**src/rtl/tcs_pkg.sv**
```systemverilog
package tcs_pkg;
  localparam int CFG_W    = 8;
  localparam int STBY_BIT = 6;

  typedef struct packed {
    logic start;
    logic abort;
    logic commit;
    logic clr;
    logic adv;
  } tcs_ctl_t;
endpackage

```
**src/rtl/tcs_ctrl.sv**
```systemverilog
module tcs_ctrl
  import tcs_pkg::*;
(
  input  logic     clk,
  input  logic     rst_n,
  input  logic     standby,
  input  logic     oneshot_wr,
  input  logic     adc_done,
  input  logic     ptr_last,
  output tcs_ctl_t ctl,
  output logic     busy,
  output logic     os_run
);
  logic hold;
  logic os_arm;

  always_comb begin
    hold       = standby & ~os_run;
    ctl.start  = ~busy & ~hold;
    ctl.abort  = busy & hold;
    ctl.commit = busy & ~hold & adc_done;
    ctl.clr    = hold;
    ctl.adv    = ctl.commit;
    os_arm     = oneshot_wr & standby & ~os_run;
  end

  always_ff @(posedge clk) begin
    if (!rst_n) begin
      busy   <= 1'b0;
      os_run <= 1'b0;
    end else begin
      if (ctl.start)
        busy <= 1'b1;
      else if (ctl.abort || ctl.commit)
        busy <= 1'b0;

      if (ctl.commit && ptr_last)
        os_run <= 1'b0;
      else if (os_arm)
        os_run <= 1'b1;
    end
  end
endmodule

```
**src/rtl/tcs_ptr.sv**
```systemverilog
module tcs_ptr #(
  parameter int NUM_CH = 3,
  parameter int CH_W   = 2
) (
  input  logic            clk,
  input  logic            rst_n,
  input  logic            clr,
  input  logic            adv,
  output logic [CH_W-1:0] ch,
  output logic            last
);
  localparam logic [CH_W-1:0] LAST_IDX = CH_W'(NUM_CH - 1);

  assign last = (ch == LAST_IDX);

  always_ff @(posedge clk) begin
    if (!rst_n)
      ch <= '0;
    else if (clr)
      ch <= '0;
    else if (adv)
      ch <= last ? '0 : ch + 1'b1;
  end
endmodule

```
**src/rtl/tcs_commit.sv**
```systemverilog
module tcs_commit #(
  parameter int NUM_CH = 3,
  parameter int CH_W   = 2,
  parameter int RES_W  = 11
) (
  input  logic              clk,
  input  logic              rst_n,
  input  logic              commit,
  input  logic [CH_W-1:0]   ch,
  input  logic [RES_W-1:0]  result,
  output logic [NUM_CH-1:0] wr_en,
  output logic [RES_W-1:0]  wr_data
);
  logic [NUM_CH-1:0] sel;

  for (genvar i = 0; i < NUM_CH; i++) begin : g_sel
    assign sel[i] = commit && (ch == CH_W'(i));
  end

  always_ff @(posedge clk) begin
    if (!rst_n) begin
      wr_en   <= '0;
      wr_data <= '0;
    end else begin
      wr_en <= sel;
      if (commit)
        wr_data <= result;
    end
  end
endmodule

```
**src/rtl/tconv_seq.sv**
```systemverilog
module tconv_seq
  import tcs_pkg::*;
#(
  parameter int NUM_CH = 3,
  parameter int RES_W  = 11,
  localparam int CH_W  = (NUM_CH > 1) ? $clog2(NUM_CH) : 1
) (
  input  logic              clk,
  input  logic              rst_n,
  input  logic [CFG_W-1:0]  cfg_byte,
  input  logic              oneshot_wr,
  output logic              adc_start,
  output logic              adc_abort,
  output logic [CH_W-1:0]   adc_chan,
  input  logic              adc_done,
  input  logic [RES_W-1:0]  adc_result,
  output logic [NUM_CH-1:0] val_wr_en,
  output logic [RES_W-1:0]  val_wr_data
);
  tcs_ctl_t        ctl;
  logic            busy;
  logic            os_run;
  logic            ptr_last;
  logic [CH_W-1:0] ch;
  logic            standby;
  logic            unused_cfg;

  assign standby    = cfg_byte[STBY_BIT];
  assign unused_cfg = ^{cfg_byte[CFG_W-1:STBY_BIT+1], cfg_byte[STBY_BIT-1:0]};

  tcs_ctrl u_ctrl (
    .clk        (clk),
    .rst_n      (rst_n),
    .standby    (standby),
    .oneshot_wr (oneshot_wr),
    .adc_done   (adc_done),
    .ptr_last   (ptr_last),
    .ctl        (ctl),
    .busy       (busy),
    .os_run     (os_run)
  );

  tcs_ptr #(.NUM_CH(NUM_CH), .CH_W(CH_W)) u_ptr (
    .clk   (clk),
    .rst_n (rst_n),
    .clr   (ctl.clr),
    .adv   (ctl.adv),
    .ch    (ch),
    .last  (ptr_last)
  );

  tcs_commit #(.NUM_CH(NUM_CH), .CH_W(CH_W), .RES_W(RES_W)) u_commit (
    .clk     (clk),
    .rst_n   (rst_n),
    .commit  (ctl.commit),
    .ch      (ch),
    .result  (adc_result),
    .wr_en   (val_wr_en),
    .wr_data (val_wr_data)
  );

  always_ff @(posedge clk) begin
    if (!rst_n) begin
      adc_start <= 1'b0;
      adc_abort <= 1'b0;
    end else begin
      adc_start <= ctl.start;
      adc_abort <= ctl.abort;
    end
  end

  assign adc_chan = ch;
endmodule

```
**config.mk**
```make
export PLATFORM = sky130hd
export DESIGN_NAME = tconv_seq
export DESIGN_NICKNAME = d
export VERILOG_FILES = /design/src/rtl/tcs_pkg.sv /design/src/rtl/tcs_ctrl.sv /design/src/rtl/tcs_ptr.sv /design/src/rtl/tcs_commit.sv /design/src/rtl/tconv_seq.sv
export SDC_FILE = /design/constraint.sdc
export NUM_CORES = 1
export LEC_CHECK = 0
export ABC_CLOCK_PERIOD_IN_PS = 1800
export CORE_UTILIZATION = 40
export CTS_CLUSTER_SIZE = 20
export DETAILED_ROUTE_END_ITERATION = 10
export PLACE_DENSITY = 0.81
export RECOVER_POWER = 50
export SETUP_SLACK_MARGIN = 0.15
export SYNTH_ARGS = -nofsm -noshare
export SYNTH_HDL_FRONTEND = slang
export SYNTH_SLANG_ARGS = --single-unit
```
**constraint.sdc**
```tcl
create_clock -name clk -period 1.8 [get_ports clk]
set_clock_uncertainty 0.2 [all_clocks]
set_input_delay 0.27 -clock clk [delete_from_list [all_inputs] [get_ports clk]]
set_output_delay 0.27 -clock clk [all_outputs]
set_load 0.01 [all_outputs]
```
==> impl_metrics.csv <==
group,metric,value,unit
outcome,status,"finished, final reports clean",
cts,clkLatencyLatePin,290,ps
yosys,synth_async_sr_flop_share,0,
critical_path,path_class,"in2reg",
yosys,ys_warn_count,0,
sta,setup_viol,0,
critical_path,critPathRequiredTime,1830,ps
sta,relSlewSlack,0.732,
critical_path,crit_arrival,1710,ps
critical_path,path_max_fanout,5,
yosys,synth_edf_count,0,
yosys,synth.cell_area,786,um2
sta,worst_pin_slew,400,ps
yosys,yosysSeqAreaShare,0.510,
floorplanning,dieArea,2150,um2
grt,grt_max_degree,20,
place,dp_hpwl,1170,um
sta,timing.final.crit_share,0.930,
yosys,postSynthCellCount,77,
worst_hold_path,hold_start,"u_commit.wr_data[2]",
critical_path,r2r_cells,4,
critical_path,crit_chain,"dlygate4sd3_1, nor2b_1, nor2_1, buf_4, mux2i_1",
pwr,powerDensity,716,nW/um2
finish,drive_gt1_frac,0.105,
cts,cts_buffer_depth,2,
sta,period_minus_slack,1670,ps
finish,diodes,0,
sta,setup_tns,0,ps
yosys,synthTopCellsByArea,"dfxtp_1 51%, mux2i_1 15%, nand2_1 11%",
place,place.port_buffers,33,
cts,post_cts_buffers,0,
cts,cts_max_level,1,
floorplanning,io_pins,41,
finish,multi_input_area,308,um2
yosys,avgSynthCellArea,10.2,um2
cts,clk_pin_slew,110,ps
yosys,synth-seq-cells,20,
route,wl_per_cell,10.9,um
sta,grt_setup_unrepaired,"no",
sta,report.final.slew_viol_count,0,
cts,cts_sinks,20,
finish,fin_nets,138,
critical_path,worstSetupEndpoint,"u_commit.wr_data[0]",
place,gp_congestion,0.644,
critical_path,worstSetupEndpointType,"flop",
cts,holdBufCountCts,0,
worst_hold_path,hp-class,"reg2reg",
yosys,synth_ff_type,"dfxtp_1",
route,drt_wl_total,1520,um
yosys,synth.distinct_cells,20,
floorplanning,start_util,0.441,
cts,cts_tree,"yes",
critical_path,cp-start-kind,"input pin",
critical_path,cpPeakStageDelay,540,ps
route,drtPass1Iterations,4,
finish,fin_util,0.641,
yosys,synth.cells.most_frequent,"23 x nand2_1, 20 x dfxtp_1, 12 x mux2i_1",
floorplanning,rows,15,
sta,timing.hold.ws,259,ps
grt,gr-total-overflow,0,
finish,final-seq-area,404,um2
critical_path,startpoint,"cfg_byte[6]",
finish,area_delta_synth_final,45.4,%
yosys,yosys.area.top_type,"dfxtp_1",
floorplanning,die_w,46.3,um
pwr,p_leak,0.491,nW
finish,fill_cells,160,
yosys,syn_nets,100,
cts,cts_root_buf,"clkbuf_4",
route,postRouteAntennaNets,0,
critical_path,r2r_end,"u_commit.wr_data[0]",
route,post_drt_via_cell_ratio,4.60,
yosys,yosysMostFrequentCell,"nand2_1",
critical_path,rrSetupSlack,330,ps
grt,track_usage,0.156,
sta,hold_viol,0,
grt,grt_pass1_vias,568,
critical_path,timing.rr.start,"u_ctrl.busy",
grt,grt_pass1_wl,2340,um
yosys,yosysTopAreaCellShare,0.510,
pwr,ir_worst_vdd,0.667,mV
critical_path,cpMaxStageDelayCell,"dlygate4sd3_1",
floorplanning,fp.dieH,46.3,um
sta,max_freq,598,MHz
flow_run,maxCapViolCount,0,
route,drt_iter0_drc,4,
route,drc,0,
grt,grt_antenna_before_repair,0,
cts,numCtsBuffers,3,
floorplanning,core_area,1780,um2
route,vias,639,
[placed cells by master (no fill, tap or decap)]
| cell type | count |
|---|---|
| a21oi_1 | 3 |
| a311oi_1 | 1 |
| and3_1 | 1 |
| and3_2 | 1 |
| and4_1 | 1 |
| buf_12 | 1 |
| buf_4 | 2 |
| clkbuf_2 | 1 |
| clkbuf_4 | 3 |
| clkbuf_8 | 1 |
| clkdlybuf4s25_1 | 5 |
| clkdlybuf4s50_1 | 14 |
| dfxtp_1 | 19 |
| dfxtp_4 | 1 |
| dlygate4sd2_1 | 12 |
| dlygate4sd3_1 | 2 |
| inv_1 | 2 |
| mux2i_1 | 12 |
| nand2_1 | 23 |
| nand2_2 | 1 |
| nand2b_1 | 1 |
| nor2_1 | 4 |
| nor2b_1 | 1 |
| nor4b_2 | 1 |
| or3_1 | 1 |
[power breakdown]
group	internal, mW	switching (mW)	total [mW]
Sequential	0.455	0.00722	0.463
Combinational	0.0617	0.0436	0.105
Clock	0.123	0.127	0.251
Total	0.640	0.178	0.818
[worst min path at each step]
stage	cells after the start	slack (ps)	to
global route	2	280	u_commit.wr_data[6]
CTS	2	270	u_commit.wr_data[2]
detailed placement	2	250	u_commit.wr_data[5]
finish	2	260	u_commit.wr_data[2]
floorplan	1	160	u_ctrl.busy
global placement	2	240	u_commit.wr_data[5]
[repair_timing]
action / 4_1_cts / 5_1_grt
endpoints found under the setup margin: 12 / 5
pin swaps: 0 / 0
gates resized for setup: 14 / 5
[sequential cells by signal, summed over array words and instances (netlist names)]
| name | flops |
|---|---|
| adc_start | 1 |
| u_commit.wr_en | 3 |
| adc_abort | 1 |
| u_ctrl.os_run | 1 |
| u_ptr.ch | 2 |
| u_commit.wr_data | 11 |
| u_ctrl.busy | 1 |
[worst max-delay path: cells and delay by family]
family / cells / cell delay [ps]
buffers and inverters: 2 / 760
AND/OR/NAND/NOR: 2 / 500
multiplexers: 1 / 180
[cell type report]
class / count / area share
Clock buffer: 4 / 0.0318
Inverter: 2 / 0.00657
Multi-Input combinational cell: 51 / 0.269
Sequential cell: 20 / 0.354
Tap cell: 25 / 0.0274
Timing Repair Buffer: 37 / 0.311
[through the flow]
stage | instance area [um2] | power (mW) | cells | setup WS, ps
3_5_place_dp | 1150 | 0.595 | 135 | 126
4_1_cts | 1170 | 0.845 | 139 | 151
2_1_floorplan | 786 | 0.531 | 77 | 591
5_1_grt | 1140 | 0.861 | 139 | 81.4
6_report | 1140 | 0.818 | 139 | 127
3_3_place_gp | 1150 | 0.592 | 135 | 184
[metal layers]
layer	GRT usage	part of all wire	up-vias
met3	0.0510	0.069	0
li1	-	-	327
met4	0.0882	0	0
met1	0.166	0.42	292
met2	0.267	0.52	20
met5	0	0	-
[cell families after synthesis]
logic type | after synthesis | share of synthesized area
simple gates | 35 | 0.237
mux | 12 | 0.153
buf+inv | 6 | 0.0653
flops | 20 | 0.510
compound gates | 4 | 0.0350
Note: power is estimated with default switching activity, not from simulation.
